===== config.mk =====
export PLATFORM = sky130hd
export DESIGN_NAME = aud_port_regs
export DESIGN_NICKNAME = d
export VERILOG_FILES = /design/src/rtl/aud_port_pkg.sv /design/src/rtl/aud_fifo.sv /design/src/rtl/aud_svc.sv /design/src/rtl/aud_port_regs.sv
export SDC_FILE = /design/constraint.sdc
export NUM_CORES = 1
export LEC_CHECK = 0
export BUFFER_PORTS_ARGS = -buffer_cell sky130_fd_sc_hd__buf_2
export CORE_AREA = 2 2 495 300
export CTS_CLUSTER_DIAMETER = 100
export DETAILED_ROUTE_END_ITERATION = 12
export DIE_AREA = 0 0 497 302
export PLACE_DENSITY = 0.46
export SLEW_MARGIN = 20
export SYNTH_ARGS = -nofsm -noshare
export SYNTH_HDL_FRONTEND = slang
export SYNTH_SLANG_ARGS = --single-unit

===== constraint.sdc =====
create_clock -name clk -period 12.4 [get_ports clk]
set_input_delay 1.86 -clock clk [delete_from_list [all_inputs] [get_ports clk]]
set_output_delay 1.86 -clock clk [all_outputs]
set_load 0.03 [all_outputs]

===== src/rtl/aud_port_pkg.sv =====
package aud_port_pkg;

    localparam int ADDR_W     = 8;
    localparam int DATA_W     = 32;
    localparam int FIFO_DEPTH = 16;
    localparam int THR_W      = 4;
    localparam int DIV_W      = 7;

    localparam logic [ADDR_W-1:0] OFS_CTRL = 8'h00;
    localparam logic [ADDR_W-1:0] OFS_FMT  = 8'h04;
    localparam logic [ADDR_W-1:0] OFS_STAT = 8'h0C;
    localparam logic [ADDR_W-1:0] OFS_IEN  = 8'h14;
    localparam logic [ADDR_W-1:0] OFS_CLR  = 8'h18;
    localparam logic [ADDR_W-1:0] OFS_DIV  = 8'h60;
    localparam logic [ADDR_W-1:0] OFS_DATA = 8'h80;

    // global control bit positions
    localparam int GC_LINK   = 0;
    localparam int GC_CLKDRV = 2;
    localparam int GC_SRST   = 3;
    localparam int GC_TXTHR  = 8;
    localparam int GC_RXTHR  = 12;

    // format control bit positions
    localparam int FC_ALT     = 0;
    localparam int FC_RECOFF  = 3;
    localparam int FC_PLAYOFF = 4;
    localparam int FC_LOOP    = 5;

    // status / enable / clear bit positions
    localparam int ST_TXNF  = 0;
    localparam int ST_RXNE  = 1;
    localparam int ST_BUSY  = 2;
    localparam int ST_TXSVC = 3;
    localparam int ST_RXSVC = 4;
    localparam int ST_TUR   = 5;
    localparam int ST_ROR   = 6;
    localparam int ST_OFF   = 7;

    localparam logic [THR_W-1:0] RX_THR_RST = 4'd14;
    localparam logic [THR_W-1:0] TX_THR_RST = 4'd1;

    typedef struct packed {
        logic              link_en;
        logic              clk_drv;
        logic [THR_W-1:0]  tx_thr;
        logic [THR_W-1:0]  rx_thr;
        logic              alt_fmt;
        logic              rec_off;
        logic              play_off;
        logic              loop_en;
        logic [3:0]        ien;      // {ror, tur, rxsvc, txsvc}
        logic [DIV_W-1:0]  div;
        logic              tur;
        logic              ror;
        logic [DATA_W-1:0] rdata;
    } regs_t;

    function automatic regs_t regs_reset();
        regs_t r;
        r        = '0;
        r.tx_thr = TX_THR_RST;
        r.rx_thr = RX_THR_RST;
        return r;
    endfunction

    typedef struct packed {
        logic txsvc;
        logic rxsvc;
    } svc_t;

endpackage


===== src/rtl/aud_fifo.sv =====
module aud_fifo #(
    parameter int W     = 32,
    parameter int DEPTH = 16
) (
    input  logic             clk,
    input  logic             rst_n,
    input  logic             flush,
    input  logic             push,
    input  logic [W-1:0]     push_data,
    input  logic             pop,
    output logic [W-1:0]     head,
    output logic [$clog2(DEPTH+1)-1:0] level,
    output logic             full,
    output logic             empty
);
    localparam int PTR_W = $clog2(DEPTH);
    localparam int CNT_W = $clog2(DEPTH + 1);
    localparam logic [PTR_W-1:0] LAST = PTR_W'(DEPTH - 1);
    localparam logic [CNT_W-1:0] FULL_CNT = CNT_W'(DEPTH);

    typedef struct packed {
        logic [PTR_W-1:0] wptr;
        logic [PTR_W-1:0] rptr;
        logic [CNT_W-1:0] cnt;
    } fifo_st_t;

    fifo_st_t st_d, st_q;
    logic [W-1:0] mem_q [DEPTH];
    logic do_push, do_pop;

    always_comb begin
        full    = (st_q.cnt == FULL_CNT);
        empty   = (st_q.cnt == '0);
        do_push = push && !full && !flush;
        do_pop  = pop && !empty && !flush;
        st_d    = st_q;
        if (flush) begin
            st_d = '0;
        end else begin
            if (do_push)
                st_d.wptr = (st_q.wptr == LAST) ? '0 : st_q.wptr + 1'b1;
            if (do_pop)
                st_d.rptr = (st_q.rptr == LAST) ? '0 : st_q.rptr + 1'b1;
            case ({do_push, do_pop})
                2'b10:   st_d.cnt = st_q.cnt + 1'b1;
                2'b01:   st_d.cnt = st_q.cnt - 1'b1;
                default: st_d.cnt = st_q.cnt;
            endcase
        end
    end

    always_ff @(posedge clk or negedge rst_n) begin
        if (!rst_n) st_q <= '0;
        else        st_q <= st_d;
    end

    always_ff @(posedge clk) begin
        if (do_push) mem_q[st_q.wptr] <= push_data;
    end

    assign head  = mem_q[st_q.rptr];
    assign level = st_q.cnt;


    fifo_cnt_bound_chk: assert property (@(posedge clk) disable iff (!rst_n)
        st_q.cnt <= FULL_CNT);


    pop_empty_hold_chk: assert property (@(posedge clk) disable iff (!rst_n)
        (pop && empty && !push && !flush) |=> $stable(st_q.rptr) && (st_q.cnt == '0));


    push_full_hold_chk: assert property (@(posedge clk) disable iff (!rst_n)
        (push && full && !pop && !flush) |=> $stable(st_q.wptr) && full);

endmodule


===== src/rtl/aud_svc.sv =====
module aud_svc
    import aud_port_pkg::*;
#(
    parameter int LVL_W = 5
) (
    input  logic [LVL_W-1:0] tx_lvl,
    input  logic [LVL_W-1:0] rx_lvl,
    input  logic [THR_W-1:0] tx_thr,
    input  logic [THR_W-1:0] rx_thr,
    input  logic             tur,
    input  logic             ror,
    input  logic [3:0]       ien,
    output svc_t             svc,
    output logic             irq
);
    logic [3:0] cause;

    always_comb begin
        svc.txsvc = (32'(tx_lvl) <= 32'(tx_thr));
        svc.rxsvc = (32'(rx_lvl) >= 32'(rx_thr));
        cause     = {ror, tur, svc.rxsvc, svc.txsvc};
        irq       = |(cause & ien);
    end

endmodule


===== src/rtl/aud_port_regs.sv =====
module aud_port_regs
    import aud_port_pkg::*;
#(
    parameter int DEPTH = FIFO_DEPTH
) (
    input  logic              clk,
    input  logic              rst_n,
    input  logic              host_wr,
    input  logic              host_rd,
    input  logic [ADDR_W-1:0] host_addr,
    input  logic [DATA_W-1:0] host_wdata,
    output logic [DATA_W-1:0] host_rdata,
    input  logic              eng_tx_pop,
    output logic [DATA_W-1:0] eng_tx_data,
    output logic              eng_tx_avail,
    input  logic              eng_tx_underrun,
    input  logic              eng_rx_push,
    input  logic [DATA_W-1:0] eng_rx_data,
    input  logic              eng_rx_overrun,
    input  logic              eng_busy,
    output logic              cfg_link_en,
    output logic              cfg_clk_drive,
    output logic              cfg_alt_fmt,
    output logic              cfg_rec_off,
    output logic              cfg_play_off,
    output logic              cfg_loopback,
    output logic [DIV_W-1:0]  cfg_div,
    output logic              irq,
    output logic              tx_dma_req,
    output logic              rx_dma_req
);
    localparam int LVL_W = $clog2(DEPTH + 1);

    regs_t st_d, st_q;

    logic [LVL_W-1:0]  tx_lvl, rx_lvl;
    logic              tx_full, tx_empty, rx_full, rx_empty;
    logic [DATA_W-1:0] rx_head;
    logic              tx_push, rx_pop, soft_rst;
    logic              wr_ctrl, wr_fmt, wr_ien, wr_clr, wr_div;
    logic [7:0]        status;
    logic [DATA_W-1:0] rd_mux;
    svc_t              svc;

    // ---------------- FIFO pair ----------------
    aud_fifo #(.W(DATA_W), .DEPTH(DEPTH)) u_txq (
        .clk       (clk),
        .rst_n     (rst_n),
        .flush     (soft_rst),
        .push      (tx_push),
        .push_data (host_wdata),
        .pop       (eng_tx_pop),
        .head      (eng_tx_data),
        .level     (tx_lvl),
        .full      (tx_full),
        .empty     (tx_empty)
    );

    aud_fifo #(.W(DATA_W), .DEPTH(DEPTH)) u_rxq (
        .clk       (clk),
        .rst_n     (rst_n),
        .flush     (soft_rst),
        .push      (eng_rx_push),
        .push_data (eng_rx_data),
        .pop       (rx_pop),
        .head      (rx_head),
        .level     (rx_lvl),
        .full      (rx_full),
        .empty     (rx_empty)
    );

    // ---------------- watermarks and interrupt ----------------
    aud_svc #(.LVL_W(LVL_W)) u_svc (
        .tx_lvl (tx_lvl),
        .rx_lvl (rx_lvl),
        .tx_thr (st_q.tx_thr),
        .rx_thr (st_q.rx_thr),
        .tur    (st_q.tur),
        .ror    (st_q.ror),
        .ien    (st_q.ien),
        .svc    (svc),
        .irq    (irq)
    );

    // ---------------- next-state logic ----------------
    always_comb begin
        wr_ctrl  = host_wr && (host_addr == OFS_CTRL);
        wr_fmt   = host_wr && (host_addr == OFS_FMT);
        wr_ien   = host_wr && (host_addr == OFS_IEN);
        wr_clr   = host_wr && (host_addr == OFS_CLR);
        wr_div   = host_wr && (host_addr == OFS_DIV);
        tx_push  = host_wr && (host_addr == OFS_DATA);
        rx_pop   = host_rd && (host_addr == OFS_DATA);
        soft_rst = wr_ctrl && host_wdata[GC_SRST];

        status           = '0;
        status[ST_TXNF]  = !tx_full;
        status[ST_RXNE]  = !rx_empty;
        status[ST_BUSY]  = eng_busy;
        status[ST_TXSVC] = svc.txsvc;
        status[ST_RXSVC] = svc.rxsvc;
        status[ST_TUR]   = st_q.tur;
        status[ST_ROR]   = st_q.ror;
        status[ST_OFF]   = !st_q.link_en && !eng_busy;

        rd_mux = '0;
        case (host_addr)
            OFS_CTRL: begin
                rd_mux[GC_LINK]                 = st_q.link_en;
                rd_mux[GC_CLKDRV]               = st_q.clk_drv;
                rd_mux[GC_TXTHR +: THR_W]       = st_q.tx_thr;
                rd_mux[GC_RXTHR +: THR_W]       = st_q.rx_thr;
            end
            OFS_FMT: begin
                rd_mux[FC_ALT]     = st_q.alt_fmt;
                rd_mux[FC_RECOFF]  = st_q.rec_off;
                rd_mux[FC_PLAYOFF] = st_q.play_off;
                rd_mux[FC_LOOP]    = st_q.loop_en;
            end
            OFS_STAT: rd_mux[7:0]             = status;
            OFS_IEN:  rd_mux[ST_TXSVC +: 4]   = st_q.ien;
            OFS_DIV:  rd_mux[DIV_W-1:0]       = st_q.div;
            OFS_DATA: rd_mux                  = rx_empty ? '0 : rx_head;
            default:  rd_mux                  = '0;
        endcase

        st_d = st_q;
        if (wr_ctrl) begin
            st_d.link_en = host_wdata[GC_LINK];
            st_d.clk_drv = host_wdata[GC_CLKDRV];
            st_d.tx_thr  = host_wdata[GC_TXTHR +: THR_W];
            st_d.rx_thr  = host_wdata[GC_RXTHR +: THR_W];
        end
        if (wr_fmt) begin
            st_d.alt_fmt  = host_wdata[FC_ALT];
            st_d.rec_off  = host_wdata[FC_RECOFF];
            st_d.play_off = host_wdata[FC_PLAYOFF];
            st_d.loop_en  = host_wdata[FC_LOOP];
        end
        if (wr_ien) st_d.ien = host_wdata[ST_TXSVC +: 4];
        if (wr_div) st_d.div = host_wdata[DIV_W-1:0];

        if (wr_clr && host_wdata[ST_TUR]) st_d.tur = 1'b0;
        if (wr_clr && host_wdata[ST_ROR]) st_d.ror = 1'b0;
        if (eng_tx_underrun) st_d.tur = 1'b1;
        if (eng_rx_overrun)  st_d.ror = 1'b1;

        if (host_rd) st_d.rdata = rd_mux;

        if (soft_rst) st_d = regs_reset();
    end

    always_ff @(posedge clk or negedge rst_n) begin
        if (!rst_n) st_q <= regs_reset();
        else        st_q <= st_d;
    end

    // ---------------- outputs ----------------
    assign host_rdata    = st_q.rdata;
    assign eng_tx_avail  = !tx_empty;
    assign cfg_link_en   = st_q.link_en;
    assign cfg_clk_drive = st_q.clk_drv;
    assign cfg_alt_fmt   = st_q.alt_fmt;
    assign cfg_rec_off   = st_q.rec_off;
    assign cfg_play_off  = st_q.play_off;
    assign cfg_loopback  = st_q.loop_en;
    assign cfg_div       = st_q.div;
    assign tx_dma_req    = svc.txsvc;
    assign rx_dma_req    = svc.rxsvc;

    // ---------------- assertions ----------------

    tur_set_chk: assert property (@(posedge clk) disable iff (!rst_n)
        (eng_tx_underrun && !soft_rst) |=> st_q.tur);


    ror_set_chk: assert property (@(posedge clk) disable iff (!rst_n)
        (eng_rx_overrun && !soft_rst) |=> st_q.ror);


    tur_clr_chk: assert property (@(posedge clk) disable iff (!rst_n)
        (wr_clr && host_wdata[ST_TUR] && !eng_tx_underrun) |=> !st_q.tur);


    srst_flush_chk: assert property (@(posedge clk) disable iff (!rst_n)
        soft_rst |=> (tx_lvl == '0) && (rx_lvl == '0) && !st_q.link_en);


    rx_drop_chk: assert property (@(posedge clk) disable iff (!rst_n)
        (eng_rx_push && rx_full && !rx_pop && !soft_rst) |=> rx_full);

endmodule


# [After elaboration in Yosys (flattened, before gate mapping)]
# Memories as Yosys holds them, arrays and structs flattened.
# Index checks and enable logic that the tools add are counted.
[word_totals] word_cells=126 input_bits=81 latchBits=0 mem_bits_ro=0 ramBits=1024 memories=2 ff_bits=85
[memory_table] memory="u_rxq.mem_q" depth=16 word_bits=32 rd=1 rd_ports_with_merged_regs=0 wr=1 line="aud_fifo.sv:28" text="logic [W-1:0] mem_q [DEPTH];"
[memory_table] memory="u_txq.mem_q" depth=16 word_bits=32 rd=1 rd_ports_with_merged_regs=0 wr=1 line="aud_fifo.sv:28"
[op_classes] multipliers=0 n_mux=35 bitwise_logic=1 n_eq_ne=16 reduce_logical=43 n_lt_le_gt_ge=2 div=0 addsub=8 shift=0
[ops] op="two-way mux 32 bit" n=2
[ops] op="two-way mux 59 bit" n=1
[ops] op="two-way mux 4 bit" n=10
[ops] op="two-way mux 13 bit" n=2
[ops] op="case mux 5 bit (2 select lines)" n=2
[ops] op="logical AND 1 bit" n=19
[ops] op="nonzero test 2 bit" n=9
[ops] op="adder 4 x 1 -> 4 bit, second input constant" n=4
[ops] op="== test 4 bit, second input constant" n=4
[ops] op="== test 8 x 5 -> 1 bit, second input constant" n=2
[ops] op="two-way mux 16 bit" n=1
[ops] op="case mux 8 bit (2 select lines)" n=1
[ops] op="case mux 3 bit (5 select lines)" n=1
[ops] op="nonzero test 3 bit" n=4
[ops] op="adder 5 x 1 -> 5 bit, second input constant" n=2
[ops] op="== test 5 bit, second input constant" n=2
[ops] op="zero test 5 bit" n=2
[ops] op="two-way mux 10 bit" n=1
[ops] op="subtractor 5 x 1 -> 5 bit, second input constant" n=2
[ops] op="== test 8 x 3 -> 1 bit, second input constant" n=1
[ops] op="== test 8 x 4 -> 1 bit, second input constant" n=1
[ops] op="== test 8 x 7 -> 1 bit, second input constant" n=1
[ops] op="== test 8 bit, second input constant" n=1
[ops] op="zero test 8 bit" n=1
[ops] op="13 further kinds" n=29

# [Longest topological paths before layout]
# Gate-level depths: netlist of the first run.
[logic_depth] word_depth=8 depth_mapped=13 mapped_depth_nobuf=11

# [Modules after synthesis]
# A second synthesis of the first run with hierarchy kept.
[hier_totals] hier_cells=2355 hier_area_um2=44490.2
[by_module_without_submodules] module="aud_fifo (u_txq)" cells_per_inst=1051 area_each_um2=20656.1 instances=1 seq_area_each_um2=15700.1
[by_module_without_submodules] module="aud_fifo (u_rxq)" cells_per_inst=961 area_each_um2=20448.4 instances=1 seq_area_each_um2=15700.1
[by_module_without_submodules] module="aud_port_regs" cells_per_inst=313 area_each_um2=3125.5 instances=1 seq_area_each_um2=1481.4
[by_module_without_submodules] module="aud_svc" cells_per_inst=30 area_each_um2=260.2 instances=1 seq_area_each_um2=0.0

# [Least setup slack after synthesis of the first run]
# No wires, ideal clock.
[synth_path] path_kind="input to register" startpoint="input port host_addr[1]" endpoint="memory u_txq.mem_q[0][0] (enable)" setup_ns=0.502 arrival_time_ns=6.111 setup_slack_ns=5.787 required_time_ns=11.898 stages=5 path_cell_list="or4_4 -> buf_6 -> nor2_1 -> nand3_1 -> nor4_1"
[synth_via] elab_chain_cells=7 word_cells_on_any_way=10 classes_between="eq/ne (1); mux (2); reduce/logical (7)"
[synth_lines] item="start: declaration" line="aud_port_regs.sv:10" text="input logic [ADDR_W-1:0] host_addr,"
[synth_lines] item="zero test 8 bit" line="aud_port_regs.sv:87" text="wr_ctrl = host_wr && (host_addr == OFS_CTRL);"
[synth_lines] item="logical AND 1 bit" line="aud_port_regs.sv:87"
[synth_lines] item="logical AND 1 bit" line="aud_port_regs.sv:94" text="soft_rst = wr_ctrl && host_wdata[GC_SRST];"
[synth_lines] item="zero test 1 bit" line="aud_fifo.sv:34" text="do_push = push && !full && !flush;"
[synth_lines] item="logical AND 1 bit (*)" line="aud_fifo.sv:34"
[synth_lines] item="two-way mux 1 bit (*)" line="aud_fifo.sv:58" text="if (do_push) mem_q[st_q.wptr] <= push_data;"
[synth_lines] item="two-way mux 1 bit (not written as such) (*)" line="aud_fifo.sv:58"
[synth_lines] item="end: declaration" line="aud_fifo.sv:28"
# Every way passes the cells marked *; elsewhere a longest branch is shown, timed or not.

# [Worst setup path after layout of the first run]
[layout_path] startpoint="register u_txq.st_q[6] (netlist bit)" endpoint="output port eng_tx_data[9]"
[layout_via] elab_chain_cells=1
[layout_lines] item="start: declaration" line="aud_fifo.sv:27" text="fifo_st_t st_d, st_q;"
[layout_lines] item="start signal: assignment" line="aud_fifo.sv:54" text="else st_q <= st_d;"
[layout_lines] item="memory read (16 x 32 bit)"
[layout_lines] item="end: declaration" line="aud_port_regs.sv:14" text="output logic [DATA_W-1:0] eng_tx_data,"
# No other way between the ends.

==> impl_metrics.csv, run 1 <==
group,metric,value,unit
run_status,status,"finished clean",
routing,wl_per_cell,27.19,um
job,drv_cap,0,
yosys,synth_common_cells,"edfxtp_1 (1,024), mux4_2 (315), dfrtp_1 (81), nand2_1 (62), clkbuf_1 (59)",
setup_path,cp_num_buf_inv,2,
finish,area_delta_synth_final,15.20,%
clocking,cts_buffers,108,
sta,maxSlewHeadroom,25.61,%
global_routing,grt-busiest-layer,"met2",
sta,rsz0062_at_grt,"no",
pwr,seqPwrFrac,46.8,%
routing,dr.pass1.iters,6,
yosys,synthFlopType,"edfxtp_1",
routing,drc,0,
clocking,clock_tree.buffer_depth,3,
pwr,switching_share,27.46,%
yosys,async_reset_ff_share,7.665,%
sta,fmax,0.1697,GHz
setup_path,path_delay_family,"flip-flops",
routing,drt_iter0_markers,2085,
hold_path,worstHoldPathType,"reg -> reg",
sta,finalSetupViolCount,0,
global_routing,grt_overflow,0,
routing,via_per_inst,4.979,
yosys,synth_area_per_cell,21.60,um^2
global_routing,grtUsageMet3,3.006,%
place,post-dp-hpwl,63.14,mm
setup_path,crit_fanout,69,
floorplanning,die_w,497,um
pwr,p_clk_share,34.7,%
global_routing,grt_pass1_wl,162.8,mm
pwr,switchingPower,0.002620,W
global_routing,antenna_found_initial,19,
yosys,yosys-top-cells-area,"edfxtp_1 (71%), mux4_2 (16%), dfrtp_1 (4.7%), buf_4 (0.71%), ha_1 (0.66%)",
sta,timing.setup.tns,0,ps
yosys,synth.top_cell.area_share,70.72,%
pwr,p_int,0.006922,W
sta,finalHoldViolCount,0,
setup_path,arrival,4030,ps
sta,worst_pin_slew,1116,ps
global_routing,met1_usage,21.17,%
yosys,synthDistinctLibCells,66,
sta,fin_crit_sh,47.53,%
pwr,power_frac_comb,18.5,%
routing,wl,115.1,mm
floorplanning,core.rowCount,109,
floorplanning,die-area,150100,um^2
pwr,power_density,190.5,nW/um^2
yosys,syn-num-nets,2118,
sta,finalClockSkew,32.28,ps
yosys,ys_seq_area_share,75.62,%
global_routing,grt_pass1_vias,21764,
clocking,hold_buffers,0,
routing,final_antenna_net_count,0,
setup_path,cp.required,10540,ps
finish,drive_above_1_share,32.49,%
floorplanning,start_util,29.77,%
clocking,clkTransAtPathRegs,70,ps
global_routing,grt_max_degree,70,
clocking,cts_resized,0,
yosys,syn-cell-area,43480,um^2
place,gp_congestion,0.7675,
sta,min_period,5894,ps
setup_path,crit_path_frequent_cell,"mux4_2",
pwr,peakVddDrop,0.0001275,V
clocking,cts_htree_levels,3,
place,dp_slack,7015,ps
yosys,ys_warn_count,0,
setup_path,cp_slowest_cell,"dfrtp_4",
setup_path,cp-end-kind,"output port",
setup_path,slowest_delay,1110,ps
routing,vias,21070,
yosys,synth-edff-count,1024,
global_routing,track_usage,15.16,%
place,port_buffers,161,
yosys,syn_inst,2013,
floorplanning,die_h,302,um
setup_path,path_cells,"buf_4 > mux4_2 > mux4_2 > buf_2",
yosys,ys_ff_latch,1109,
global_routing,grt_use_met2,24.26,%
clocking,root_buffer,"clkbuf_16",
pwr,leakage,15.97,nW
setup_path,worstSetupStartpointType,"flop",
yosys,yosysMostFrequentCell,"edfxtp_1",
clocking,cts_tree,"yes",
sta,drv_slew,0,
clocking,clock_sinks,1109,
sta,finalWorstSetupSlack,6506,ps
floorplanning,io_pins,162,
setup_path,path_class,"reg -> out",
floorplanning,core_area,146100,um^2
clocking,clock_latency,730,ps
yosys,yosysTopAreaCell,"edfxtp_1",
finish,nNetsFinal,2299,
clocking,post_cts_buffers,0,
-- kinds of logic (layout without fill, tap and decap cells) --
group | Yosys count | count (layout) | synth area share, %
simple gates | 206 | 206 | 2.432
fa+ha+maj | 24 | 24 | 0.7079
mux | 326 | 326 | 16.57
flops | 1109 | 1109 | 75.62
compound gates | 165 | 165 | 2.555
xor+xnor | 8 | 8 | 0.1611
buf+inv | 175 | 449 | 1.951
other cells | 0 | 3 | 0
-- registers in the layout, summed over array words and instances (netlist names) --
register and cells:
u_rxq.mem_q 512, u_txq.mem_q 512, host_rdata 32, st_q 14
u_rxq.st_q 8, u_txq.st_q 8, cfg_div 7, u_rxq.level 5
u_txq.level 5, cfg_alt_fmt 1, cfg_clk_drive 1, cfg_link_en 1
cfg_loopback 1, cfg_play_off 1, cfg_rec_off 1
-- worst reg2reg max path, cell delays in order (launching register included) --
cell	delay, ps
dfrtp_1	600
nor4_1	200
a21oi_1	580
nand2_1	290
nor3b_1	400
and2_2	680
buf_4	470
-- through the flow --
step           instance area [um^2]  utilization, %  power [W]  hold slack [ps]  cells
2_1_floorplan                 43480               -   0.005721            444.0   2013
3_3_place_gp                  46540           31.86   0.006311            466.5   4026
3_5_place_dp                  46540           31.86   0.006349            470.9   4026
4_1_cts                       50070           34.28   0.009670            488.5   4229
5_1_grt                       50090           34.29   0.009909            512.4   4231
6_report                      50090           34.29   0.009542            482.1   4232
-- per-layer routing --
layer / vias up / wire (um)
li1: 8791 / -
met1: 11505 / 51530
met2: 574 / 54730
met3: 192 / 5991
met4: 8 / 2763
met5: - / 52
-- final timing paths --
path / start / end / slack, ps / cells after the start
setup / recovery: u_txq.st_q[6] / eng_tx_data[9] / 6510 / 4
hold / removal: host_rdata[3] / host_rdata[3] / 480 / 1
setup reg to reg: u_rxq.level[1] / u_rxq.mem_q[8][18] / 8800 / 6
hold reg to reg: host_rdata[3] / host_rdata[3] / 480 / 1
max in group asynchronous: rst_n / u_txq.st_q[6] / 9890 / 2
min in group asynchronous: rst_n / host_rdata[25] / 1120 / 1
-- placed cells by master (no fill, tap or decap), types with 11 or more instances in the layout --
| master | n |
|---|---|
| inv_1 | 33 |
| bufinv_16 | 11 |
| a22o_1 | 20 |
| dfrtp_1 | 73 |
| o21ai_0 | 34 |
| nand2_1 | 62 |
| buf_4 | 50 |
| clkbuf_16 | 109 |
| clkinv_1 | 23 |
| a21oi_1 | 46 |
| nand3_1 | 23 |
| ha_1 | 23 |
| mux4_2 | 315 |
| clkbuf_1 | 26 |
| nor2_1 | 28 |
| clkinv_2 | 20 |
| and2_2 | 21 |
| edfxtp_1 | 1024 |
| buf_2 | 160 |
-- power by group through the flow --
stage	Combinational, W	Sequential [W]	Clock [W]
after global routing	0.00188	0.00449	0.00354
final	0.00177	0.00447	0.00331
after global placement	0.00177	0.00454	0
after floorplan	0.00133	0.00439	0
after CTS	0.00180	0.00447	0.00339
after detailed placement	0.00180	0.00455	0
-- final cells by class --
| class | count | area (um^2) |
|---|---|---|
| fillers | 13459 | 95970 |
| flip-flops and latches | 1109 | 32900 |
| multi-input cells | 729 | 9888 |
| clock buffers | 139 | 2880 |
| well taps | 1942 | 2430 |
| repair buffers | 212 | 1199 |
| clock inverters | 64 | 655.6 |
| inverters | 34 | 127.6 |
| diodes | 3 | 7.507 |
(Power assumes the default switching activity.)
==> run 2, diff against run 1 <==
==> constraint.sdc (replaced) <==
create_clock -name clk -period 5.75 [get_ports clk]
set_input_delay 0.8625 -clock clk [delete_from_list [all_inputs] [get_ports clk]]
set_output_delay 0.8625 -clock clk [all_outputs]
set_load 0.03 [all_outputs]
==> run 2 against run 1 <==
Compared with the run above: first-iteration DRC count grew 4.6%; cell area rose by 0.62%; setup slack worse by 5200 ps; global-route usage down 0.080 points; utilization is 0.21 points higher; final cell count is essentially flat; clock power increased by 120%; critical path depth unchanged; sequential share of layout area fell by 0.41 points; die area stayed put.
==> impl_metrics.csv, run 2 (synthesis results as in run 1) <==
group,metric,value,unit
routing,wl_per_cell,26.98,um
global_routing,grt_overflow,0,
sta,finalSetupViolCount,0,
setup_path,crit_fanout,42,
floorplanning,core_area,146100,um^2
clocking,cts_htree_levels,3,
run_status,status,"finished clean",
clocking,root_buffer,"clkbuf_16",
clocking,hold_buffers,0,
pwr,seqPwrFrac,45.6,%
global_routing,antenna_found_initial,15,
sta,min_period,4418,ps
sta,finalClockSkew,36.20,ps
setup_path,arrival,3560,ps
floorplanning,io_pins,162,
clocking,clock_sinks,1109,
finish,drive_above_1_share,32.94,%
global_routing,track_usage,15.08,%
setup_path,cp-end-kind,"output port",
pwr,switchingPower,0.005784,W
clocking,cts_resized,0,
sta,timing.setup.tns,0,ps
routing,via_per_inst,4.974,
sta,maxSlewHeadroom,28.45,%
pwr,power_frac_comb,19.3,%
sta,fin_crit_sh,76.83,%
pwr,leakage,16.10,nW
sta,drv_slew,0,
place,post-dp-hpwl,70.42,mm
global_routing,grt_pass1_vias,21486,
floorplanning,start_util,29.77,%
setup_path,r2r_slack,2130,ps
sta,rsz0062_at_grt,"no",
floorplanning,die_w,497,um
sta,fmax,0.2264,GHz
finish,layout_commonest_cell,"edfxtp_1",
clocking,cts_buffers,108,
clocking,clock_tree.buffer_depth,3,
clocking,clock_latency,720,ps
floorplanning,die-area,150100,um^2
routing,dr.pass1.iters,5,
finish,utilization,34.51,%
clocking,post_cts_buffers,0,
global_routing,grt_max_degree,76,
global_routing,grt_pass1_wl,162.8,mm
routing,vias,21040,
pwr,p_int,0.01521,W
routing,drt_iter0_markers,2180,
finish,area_delta_synth_final,15.91,%
floorplanning,core.rowCount,109,
sta,finalHoldViolCount,0,
hold_path,worstHoldPathType,"in -> async",
pwr,power_density,416.6,nW/um^2
place,port_buffers,161,
clocking,clkTransAtPathRegs,70,ps
pwr,p_clk_share,35.1,%
place,gp_congestion,0.7648,
floorplanning,die_h,302,um
routing,final_antenna_net_count,0,
clocking,cts_tree,"yes",
finish,nNetsFinal,2307,
job,drv_cap,0,
sta,worst_pin_slew,1064,ps
setup_path,cp.required,4890,ps
setup_path,worstSetupStartpointType,"flop",
setup_path,path_class,"reg -> out",
pwr,switching_share,27.55,%
routing,wl,114.1,mm
routing,drc,0,
pwr,peakVddDrop,0.0002342,V
finish,mostFrequentLayoutCells,"edfxtp_1 (1,024), mux4_2 (315), buf_2 (160)",
[run 2: changes by cell type in the layout (fill, tap and decap cells not counted), sizes merged]
cell	change
diode	-1
buf	+8
clkbuf	-2
clkinv	-15
inv	+2
bufinv	+6
[run 2: worst max-delay path: stages (launching register included)]
cell and delay, ps:
dfrtp_4 990, buf_4 440, mux4_2 590, mux4_2 540
buf_2 210
[run 2: worst paths after layout]
path,cells after the start,endpoint,from
setup / recovery,4,eng_tx_data[9],u_txq.st_q[5]
hold / removal,1,host_rdata[27],rst_n
setup reg to reg,11,u_txq.level[4],u_txq.level[1]
hold reg to reg,2,host_rdata[2],host_rdata[2]
max in group asynchronous,2,st_q[53],rst_n
min in group clk,3,st_q[32],eng_rx_overrun
[run 2: through the flow]
stage / power, W / setup WS [ps] / area [um^2] / std cells / hold slack [ps]
2_1_floorplan: 0.01234 / 134.6 / 43480 / 2013 / 444.0
3_3_place_gp: 0.01384 / 1629 / 46660 / 4030 / 491.1
3_5_place_dp: 0.01388 / 1701 / 46760 / 4034 / 484.3
4_1_cts: 0.02129 / 1201 / 50390 / 4228 / 200.2
5_1_grt: 0.02179 / 1113 / 50400 / 4230 / 243.2
6_report: 0.02100 / 1332 / 50400 / 4230 / 207.9
[run 2: power groups by stage]
stage | clock [W] | sequential, W | combinational [W]
finish | 0.00737 | 0.00958 | 0.00405
global route | 0.00785 | 0.00963 | 0.00431
CTS | 0.00757 | 0.00959 | 0.00414
detailed placement | 0 | 0.00976 | 0.00412
global placement | 0 | 0.00974 | 0.00410
floorplan | 0 | 0.00947 | 0.00287
[run 2: cell type report]
cell class | count | area (um^2)
flip-flops and latches | 1109 | 32900
inverters | 34 | 127.6
repair buffers | 220 | 1404
clock inverters | 57 | 784.5
well taps | 1942 | 2430
fillers | 13453 | 95660
clock buffers | 137 | 2841
diodes | 2 | 5.005
multi-input cells | 729 | 9907
[run 2: routing by layer]
metal / global-route usage [%] / vias up / wire length [um]
met5: 0 / - / 13
met4: 3.597 / 2 / 2277
met3: 2.212 / 141 / 4846
met2: 22.50 / 534 / 50930
met1: 23.17 / 11574 / 56050
li1: - / 8789 / -
